**config.mk**
```make
export PLATFORM = sky130hd
export DESIGN_NAME = adc_queue_scan
export DESIGN_NICKNAME = d
export VERILOG_FILES = /design/src/rtl/adcq_pkg.sv /design/src/rtl/adcq_trig_sync.sv /design/src/rtl/adcq_interval_tmr.sv /design/src/rtl/adcq_scan_fsm.sv /design/src/rtl/adc_queue_scan.sv
export SDC_FILE = /design/constraint.sdc
export NUM_CORES = 1
export LEC_CHECK = 0
export BUFFER_PORTS_ARGS = -buffer_cell sky130_fd_sc_hd__buf_2
export CORE_MARGIN = 2
export CORE_UTILIZATION = 45
export CTS_CLUSTER_DIAMETER = 30
export DETAILED_ROUTE_END_ITERATION = 10
export PLACE_DENSITY = 0.68
export SYNTH_ARGS = -nofsm -noshare
export SYNTH_HDL_FRONTEND = slang
export SYNTH_SLANG_ARGS = --single-unit
```
**constraint.sdc**
```tcl
create_clock -name clk -period 3.45 [get_ports clk]
set_input_delay 0.69 -clock clk [delete_from_list [all_inputs] [get_ports clk]]
set_output_delay 0.69 -clock clk [all_outputs]
set_load 0.005 [all_outputs]
```
**src/rtl/adcq_pkg.sv**
```systemverilog
package adcq_pkg;
  localparam int MODE_W = 5;
  localparam logic [MODE_W-1:0] M_OFF    = 5'd0;
  localparam logic [MODE_W-1:0] M_SW     = 5'd1;
  localparam logic [MODE_W-1:0] M_RISE   = 5'd2;
  localparam logic [MODE_W-1:0] M_FALL   = 5'd3;
  localparam logic [MODE_W-1:0] M_TMR_LO = 5'd4;

  typedef enum logic [1:0] {
    S_IDLE  = 2'd0,
    S_REQ   = 2'd1,
    S_WAIT  = 2'd2,
    S_PARK  = 2'd3
  } scan_st_t;
endpackage

```
**src/rtl/adcq_trig_sync.sv**
```systemverilog
module adcq_trig_sync (
  input  logic clk,
  input  logic rst_n,
  input  logic pin,
  output logic rise,
  output logic fall
);
  logic [2:0] sh;

  always_ff @(posedge clk or negedge rst_n) begin
    if (!rst_n) sh <= '0;
    else        sh <= {sh[1:0], pin};
  end

  // sh[1] is the synchronised level, sh[2] its previous value
  assign rise = sh[1] & ~sh[2];
  assign fall = ~sh[1] & sh[2];
endmodule

```
**src/rtl/adcq_interval_tmr.sv**
```systemverilog
module adcq_interval_tmr
  import adcq_pkg::*;
#(
  parameter int BASE_LOG2 = 7,
  parameter int STEPS     = 9
) (
  input  logic              clk,
  input  logic              rst_n,
  input  logic              restart,
  input  logic              qclk_en,
  input  logic [MODE_W-1:0] mode,
  output logic              tick
);
  localparam int CNT_W = BASE_LOG2 + STEPS - 1;

  logic [CNT_W-1:0]  cnt;
  logic [CNT_W-1:0]  last;
  logic [MODE_W-1:0] step;
  logic              sel_ok;

  always_comb begin
    step   = mode - M_TMR_LO;
    sel_ok = (mode >= M_TMR_LO) && (int'(step) < STEPS);
    last   = '1;
    for (int k = 0; k < STEPS; k++) begin
      if (int'(step) == k) last = CNT_W'((64'd1 << (BASE_LOG2 + k)) - 64'd1);
    end
  end

  assign tick = sel_ok && qclk_en && (cnt == last);

  always_ff @(posedge clk or negedge rst_n) begin
    if (!rst_n)       cnt <= '0;
    else if (restart) cnt <= '0;
    else if (qclk_en) cnt <= tick ? '0 : cnt + 1'b1;
  end
endmodule

```
**src/rtl/adcq_scan_fsm.sv**
```systemverilog
module adcq_scan_fsm
  import adcq_pkg::*;
#(
  parameter int IDX_W = 6
) (
  input  logic             clk,
  input  logic             rst_n,
  input  logic             abort,
  input  logic             trig,
  output logic             req_valid,
  input  logic             req_ready,
  output logic [IDX_W-1:0] req_idx,
  input  logic             done,
  input  logic             done_pause,
  input  logic             done_eoq,
  output logic             busy,
  output logic             parked,
  output logic             cmp_evt,
  output logic             pse_evt
);
  scan_st_t         st;
  logic [IDX_W-1:0] idx;
  logic             done_ok;

  assign done_ok   = (st == S_WAIT) && done;
  assign cmp_evt   = done_ok && done_eoq;
  assign pse_evt   = done_ok && done_pause;
  assign req_valid = (st == S_REQ);
  assign req_idx   = idx;
  assign busy      = (st != S_IDLE);
  assign parked    = (st == S_PARK);

  always_ff @(posedge clk or negedge rst_n) begin
    if (!rst_n) begin
      st  <= S_IDLE;
      idx <= '0;
    end else if (abort) begin
      st  <= S_IDLE;
    end else begin
      case (st)
        S_IDLE: if (trig) begin
          st  <= S_REQ;
          idx <= '0;
        end
        S_REQ:  if (req_ready) st <= S_WAIT;
        S_WAIT: if (done) begin
          if (done_eoq) begin
            st <= S_IDLE;
          end else begin
            st  <= done_pause ? S_PARK : S_REQ;
            idx <= idx + 1'b1;
          end
        end
        S_PARK: if (trig) st <= S_REQ;
        default: st <= S_IDLE;
      endcase
    end
  end
endmodule

```
**src/rtl/adc_queue_scan.sv**
```systemverilog
module adc_queue_scan
  import adcq_pkg::*;
#(
  parameter int IDX_W     = 6,
  parameter int TMR_BASE  = 7,
  parameter int TMR_STEPS = 9
) (
  input  logic             clk,
  input  logic             rst_n,
  input  logic             cfg_wr,
  input  logic [4:0]       cfg_mode,
  input  logic             cfg_sse,
  input  logic             cfg_cie,
  input  logic             cfg_pie,
  output logic [4:0]       rd_mode,
  output logic             rd_sse,
  output logic             rd_cie,
  output logic             rd_pie,
  input  logic             ext_trig,
  input  logic             qclk_en,
  output logic             conv_req_valid,
  input  logic             conv_req_ready,
  output logic [IDX_W-1:0] conv_req_idx,
  input  logic             conv_done,
  input  logic             conv_pause,
  input  logic             conv_eoq,
  input  logic             irq_clr_cmp,
  input  logic             irq_clr_pause,
  output logic             irq_cmp,
  output logic             irq_pause,
  output logic             scan_busy,
  output logic             scan_paused
);
  localparam logic [MODE_W-1:0] LAST_TMR = MODE_W'(int'(M_TMR_LO) + TMR_STEPS - 1);

  logic [MODE_W-1:0] mode_q;
  logic sse_q, cie_q, pie_q, sw_go_q;
  logic cmp_q, pse_q;
  logic ext_rise, ext_fall, tmr_tick;
  logic trig_raw, trig, abort;
  logic cmp_evt, pse_evt;

  function automatic logic mode_off(input logic [MODE_W-1:0] m);
    return (m == M_OFF) || (m > LAST_TMR);
  endfunction

  always_ff @(posedge clk or negedge rst_n) begin
    if (!rst_n) begin
      mode_q  <= M_OFF;
      sse_q   <= 1'b0;
      cie_q   <= 1'b0;
      pie_q   <= 1'b0;
      sw_go_q <= 1'b0;
    end else begin
      sw_go_q <= cfg_wr && cfg_sse;
      if (cfg_wr) begin
        mode_q <= cfg_mode;
        sse_q  <= cfg_sse;
        cie_q  <= cfg_cie;
        pie_q  <= cfg_pie;
      end else if (cmp_evt) begin
        sse_q  <= 1'b0;
      end
    end
  end

  adcq_trig_sync u_sync (
    .clk  (clk),
    .rst_n(rst_n),
    .pin  (ext_trig),
    .rise (ext_rise),
    .fall (ext_fall)
  );

  adcq_interval_tmr #(
    .BASE_LOG2(TMR_BASE),
    .STEPS    (TMR_STEPS)
  ) u_tmr (
    .clk    (clk),
    .rst_n  (rst_n),
    .restart(cfg_wr),
    .qclk_en(qclk_en),
    .mode   (mode_q),
    .tick   (tmr_tick)
  );

  always_comb begin
    case (mode_q)
      M_SW:    trig_raw = sw_go_q;
      M_RISE:  trig_raw = ext_rise;
      M_FALL:  trig_raw = ext_fall;
      default: trig_raw = tmr_tick;
    endcase
  end

  assign trig  = trig_raw && sse_q && !mode_off(mode_q);
  assign abort = (cfg_wr && mode_off(cfg_mode)) || mode_off(mode_q);

  adcq_scan_fsm #(.IDX_W(IDX_W)) u_fsm (
    .clk       (clk),
    .rst_n     (rst_n),
    .abort     (abort),
    .trig      (trig),
    .req_valid (conv_req_valid),
    .req_ready (conv_req_ready),
    .req_idx   (conv_req_idx),
    .done      (conv_done),
    .done_pause(conv_pause),
    .done_eoq  (conv_eoq),
    .busy      (scan_busy),
    .parked    (scan_paused),
    .cmp_evt   (cmp_evt),
    .pse_evt   (pse_evt)
  );

  always_ff @(posedge clk or negedge rst_n) begin
    if (!rst_n) begin
      cmp_q <= 1'b0;
      pse_q <= 1'b0;
    end else begin
      if (cmp_evt && cie_q)  cmp_q <= 1'b1;
      else if (irq_clr_cmp)  cmp_q <= 1'b0;
      if (pse_evt && pie_q)  pse_q <= 1'b1;
      else if (irq_clr_pause) pse_q <= 1'b0;
    end
  end

  assign irq_cmp   = cmp_q;
  assign irq_pause = pse_q;
  assign rd_mode   = mode_q;
  assign rd_sse    = 1'b0;
  assign rd_cie    = cie_q;
  assign rd_pie    = pie_q;
endmodule

```
# Word-level counts from Yosys, hierarchy flattened
# Cells that the tools add are included.
[totals] reg_bits=37 in_bits=19 output_inout_bits=19 elab_cells=103
[op_classes] n_addsub=3 magnitude_cmp=4 n_eq_ne=21 mux=30 bitwise_logic=5 reduce_logical=29
[ops] cell="$mux W15" n=12
[ops] cell="$eq A5 B4 Y1 const B" n=4
[ops] cell="$mux W6" n=3
[ops] cell="$add A15 B1 Y15 const B" n=1
[ops] cell="$eq A15 B15 Y1" n=1
[ops] cell="$eq A5 B2 Y1 const B" n=3
[ops] cell="$logic_not A5 Y1" n=3
[ops] cell="$logic_and A1 B1 Y1" n=12
[ops] cell="$mux W2" n=6
[ops] cell="$pmux W6 S2" n=1
[ops] cell="$reduce_bool A2 Y1" n=6
[ops] cell="$eq A5 B3 Y1 const B" n=2
[ops] cell="$gt A5 B4 Y1 const B" n=2
[ops] cell="$add A6 B1 Y6 const B" n=1
[ops] cell="$mux W1" n=6
[ops] cell="$ne A2 B2 Y1 const B" n=3
[ops] cell="$ne A3 B1 Y1 const B" n=2
[ops] cell="$pmux W2 S3" n=1
[ops] cell="$eq A5 B1 Y1 const B" n=1
[ops] cell="$eq A5 B5 Y1 const B" n=1
[ops] cell="$ge A5 B3 Y1 const B" n=1
[ops] cell="$lt A5 B4 Y1 const B" n=1
[ops] cell="$reduce_and A5 Y1" n=1
[ops] cell="$sub A5 B3 Y5 const B" n=1
[ops] cell="other kinds (11)" n=17

# Longest topological paths before layout
[depth] word_depth=19 depth_mapped=10 ltp_nobuf=9

# Cells and area by module
# Synthesis repeated with hierarchy kept, for this count alone.
[unflattened] hier_cells=264 hier_area_um2=2423.6
[modules_own_cells] module="adcq_interval_tmr" instances=1 cells_per_inst=150 area_per_inst_um2=1222.4 seq_area_each_um2=375.4
[modules_own_cells] module="adcq_scan_fsm" instances=1 cells_per_inst=61 area_per_inst_um2=599.3 seq_area_each_um2=200.2
[modules_own_cells] module="adc_queue_scan" instances=1 cells_per_inst=48 area_per_inst_um2=511.7 seq_area_each_um2=275.3
[modules_own_cells] module="adcq_trig_sync" instances=1 cells_per_inst=5 area_per_inst_um2=90.1 seq_area_each_um2=75.1

# Least setup slack after synthesis
# No wires, ideal clock.
[synth_path] kind="register to register" start="register mode_q[2] (netlist: rd_mode[2])" end="register u_fsm.st[1]" setup_time_ns=0.095 t_arrival_ns=2.766 required_ns=3.355 slack_ns=0.588 path_stages_with_launch=10 n_path_buf=0 period_less_slack_ns=2.862 cell_sequence="dfrtp_1 inv_1 ha_1 xor2_1 or4_4 a2111oi_4 and4_4 a31oi_1 or4_1 o31ai_1"
[synth_via] elab_chain_cells=18 word_cells_on_any_way=41 cone_classes="1 x add/sub; 3 x order compare; 15 x eq/ne; 11 x mux; 11 x reduce/logical"
[synth_lines] item="start, declared" line_no="adc_queue_scan.sv:36" source="logic [MODE_W-1:0] mode_q;"
[synth_lines] item="start signal, assigned" line_no="adc_queue_scan.sv:57" source="mode_q <= cfg_mode;"
[synth_lines] item="$sub A5 B3 Y5" line_no="adcq_interval_tmr.sv:22" source="step = mode - M_TMR_LO;"
[synth_lines] item="$logic_not A5 Y1" line_no="adcq_interval_tmr.sv:26" source="if (int'(step) == k) last = CNT_W'((64'd1 << (BASE_LOG2 + k)) - 64'd1);"
[synth_lines] item="$mux W15 (9 in a row)" line_no="adcq_interval_tmr.sv:26"
[synth_lines] item="$eq A15 B15 Y1" line_no="adcq_interval_tmr.sv:30" source="assign tick = sel_ok && qclk_en && (cnt == last);"
[synth_lines] item="$logic_and A1 B1 Y1" line_no="adcq_interval_tmr.sv:30"
[synth_lines] item="$pmux W1 S3" line_no="adc_queue_scan.sv:88" source="case (mode_q)"
[synth_lines] item="$logic_and A1 B1 Y1 (2 in a row)" line_no="adc_queue_scan.sv:96" source="assign trig = trig_raw && sse_q && !mode_off(mode_q);"
[synth_lines] item="$ne A3 B1 Y1 (no source line)"
[synth_lines] item="$reduce_and A3 Y1 (no source line)"
[synth_lines] item="end signal, assigned" line_no="adcq_scan_fsm.sv:50" source="st <= done_pause ? S_PARK : S_REQ;"
[synth_lines] item="end, declared" line_no="adcq_scan_fsm.sv:21" source="scan_st_t st;"
# Several ways; a longest one is shown, not always the timed one.
# A chain may end at the register's enable or synchronous reset.

# Worst setup path after layout
# Same ends and word-level chain as after synthesis.

==> results.json <==
{
  "status": "completed",
  "min_path_cells": 0,
  "area_growth_pct": 15.4,
  "post-route-cell-area_um2": 2720,
  "core_area_um2": 5070,
  "nNetsFinal": 326,
  "cts_resized": 0,
  "crit_arrival_ps": 3260,
  "synth-seq-cells": 37,
  "grt_max_degree": 38,
  "grt_pass1_vias": 1914,
  "grt_use_total_pct": 18.4,
  "drt_iter0_drc": 81,
  "internal-power_uw": 864,
  "rsz0062_at_grt": "no",
  "synthCells": 262,
  "hold_violations": 0,
  "synth_enable_flop_cells": 0,
  "avgSynthCellArea_um2": 9.00,
  "comb_power_share_pct": 17.9,
  "num_io_pins": 38,
  "final_common_cell": "dfrtp_1",
  "post_dp_cell_area_um2": 2590,
  "p_sw_uw": 332,
  "ant_nets": 0,
  "antenna_found_initial": 0,
  "drt_pre_antenna_iters": 4,
  "fin_crit_ps": 3060,
  "routed_wl_mm": 5.11,
  "synth_nets": 292,
  "finalSetupTns_ps": 0,
  "powerDensity_nw_per_um2": 439,
  "power_uw": 1200,
  "routabilityCongestion": 0.869,
  "hp-class": "reg2reg",
  "ys.flop_type": "dfrtp_1",
  "end_kind": "flop",
  "cp.required_ps": 3650,
  "final_cell_mix": "dfrtp_1, buf_2, nand2_1, inv_1, a31oi_1",
  "yosysUniqueCellTypes": 55,
  "met1_usage_pct": 24.7,
  "finalMaxSlewViolations": 0,
  "tritoncts": "yes",
  "r2r_cells": 9,
  "dp_cells": 359,
  "grt_util_met3_pct": 3.91,
  "path_clk_slew_ps": 80,
  "cts_sinks": 37,
  "grt-ovfl-total": 0,
  "synth-async-reset-ratio_pct": 100,
  "setup_slack_ps": 388,
  "wl_per_cell_um": 13.9,
  "insertion_delay_ps": 290,
  "rows": 26,
  "ys_warn_count": 0,
  "finalCritPeriodShare_pct": 88.7,
  "dieHeight_um": 76.4,
  "sequentialPowerShare_pct": 45.0,
  "clock_skew_ps": 5.71,
  "cts_root_buffer": "clkbuf_8",
  "post-dp-hpwl_mm": 3.71,
  "clock_path_buffers": 2,
  "swShare_pct": 27.8,
  "cts_made_buffers": 5,
  "slew-limit-headroom_pct": 45.0,
  "maxCapViolations": 0,
  "worst_pin_slew_ps": 825,
  "met2_usage_pct": 30.8,
  "postCtsSetupBuffers": 0,
  "hold_buffers": 0,
  "fin_cells": 367,
  "power_frac_clock_pct": 37.2,
  "busiest_layer": "met2",
  "io_buffers": 36,
  "crit_fanout": 8,
  "grt_pass1_wl_mm": 8.81,
  "netlist_area_um2": 2360,
  "viasPerCell": 5.57,
  "preCtsSetupSlack_ps": 433,
  "path_class": "reg2reg",
  "synth_seq_area_share_pct": 39.3,
  "drive_gt1_share_pct": 19.5,
  "setup_viol": 0,
  "die_w_um": 76.4,
  "antenna_cells": 0,
  "start_util_pct": 46.5,
  "leakage_uw": 0.00123,
  "cp-start-kind": "flop",
  "htree_levels": 2,
  "vias": 2044,
  "drc_errors": 0,
  "ir_drop_v": 0.000169,
  "max_freq_mhz": 327,
  "floorplan.die_area_um2": 5840
}
==> through the flow <==
stage | hold WS, ps | util (%)
6_report | 369 | 53.6
4_1_cts | 375 | 53.6
3_5_place_dp | 356 | 51.0
3_3_place_gp | 333 | 51.0
5_1_grt | 375 | 53.6
2_1_floorplan | 331 | -
==> power by group through the flow <==
stage / clock [uW] / combinational, uW / sequential (uW)
final: 445 / 214 / 538
after global routing: 478 / 244 / 548
after CTS: 459 / 216 / 538
after detailed placement: 0 / 216 / 546
after global placement: 0 / 211 / 543
after floorplan: 0 / 135 / 534
==> registers in the layout (all words and copies together), names as in the netlist <==
register	cells
u_tmr.cnt	15
u_sync.sh	3
irq_pause	1
rd_mode	5
u_fsm.st	2
u_fsm.req_idx	6
sse_q	1
irq_cmp	1
sw_go_q	1
rd_pie	1
rd_cie	1
==> worst max-delay path: stages (launching register included) <==
cell and delay, ps:
dfrtp_1 470, inv_1 140, ha_1 250, xor2_1 220, or4_4 530, a2111oi_4 370, and4_4 280, a31oi_1 110
or4_1 530, o31ai_1 70
==> metal layers <==
| metal | part of all wire (%) | vias up |
|---|---|---|
| li1 | - | 1042 |
| met3 | 3.8 | 4 |
| met5 | 0 | - |
| met4 | 0.82 | 0 |
| met2 | 46 | 44 |
| met1 | 49 | 954 |
==> cells in the mapped netlist (3+ instances only) <==
cell	instances	area [um2]
a21o_1	4	30.0
a21oi_1	15	75.1
a22o_1	3	26.3
a31oi_1	17	106
and2_1	3	18.8
and3_1	6	37.5
buf_2	4	20.0
clkbuf_1	5	18.8
dfrtp_1	37	926
ha_1	11	138
inv_1	20	75.1
mux2_2	4	45.0
nand2_1	23	86.3
nand2b_1	8	50.1
nand3_1	14	70.1
nand4_1	6	37.5
nor2_1	11	41.3
nor3_1	6	30.0
nor3b_1	3	22.5
o211ai_1	3	22.5
o21ai_0	6	30.0
o21ai_1	3	15.0
o22ai_1	3	18.8
o31ai_1	3	22.5
or4_1	4	30.0
xor2_1	3	26.3
==> final cells by class <==
cell class	instances	area (um2)
Clock buffer	5	68.8
Clock inverter	3	65.1
Fill cell	476	2350
Inverter	20	75.1
Multi-Input combinational cell	195	1310
Sequential cell	37	926
Tap cell	70	87.6
Timing Repair Buffer	37	188
==> final timing paths <==
kind                                         from                      endpoint  slack [ps]
max                        rd_mode[2]$_DFFE_PN0P_       u_fsm.st[1]$_DFFE_PN0P_         390
min                        u_sync.sh[0]$_DFF_PN0_        u_sync.sh[1]$_DFF_PN0_         370
max reg2reg                rd_mode[2]$_DFFE_PN0P_       u_fsm.st[1]$_DFFE_PN0P_         390
min reg2reg                u_sync.sh[0]$_DFF_PN0_        u_sync.sh[1]$_DFF_PN0_         370
max in group asynchronous                   rst_n         irq_pause$_DFFE_PN0P_        2440
min in group asynchronous                   rst_n  u_fsm.req_idx[1]$_DFFE_PN0P_         500
==> logic make-up after synthesis <==
| family | count (synthesis) | synth area share, % |
|---|---|---|
| xor+xnor | 4 | 1.49 |
| simple gates | 101 | 23.8 |
| mux | 7 | 3.24 |
| buf+inv | 30 | 5.15 |
| other cells | 1 | 0.159 |
| flops | 37 | 39.3 |
| fa+ha+maj | 11 | 5.84 |
| compound gates | 71 | 21.1 |
Power figures use the tool's default switching activity.
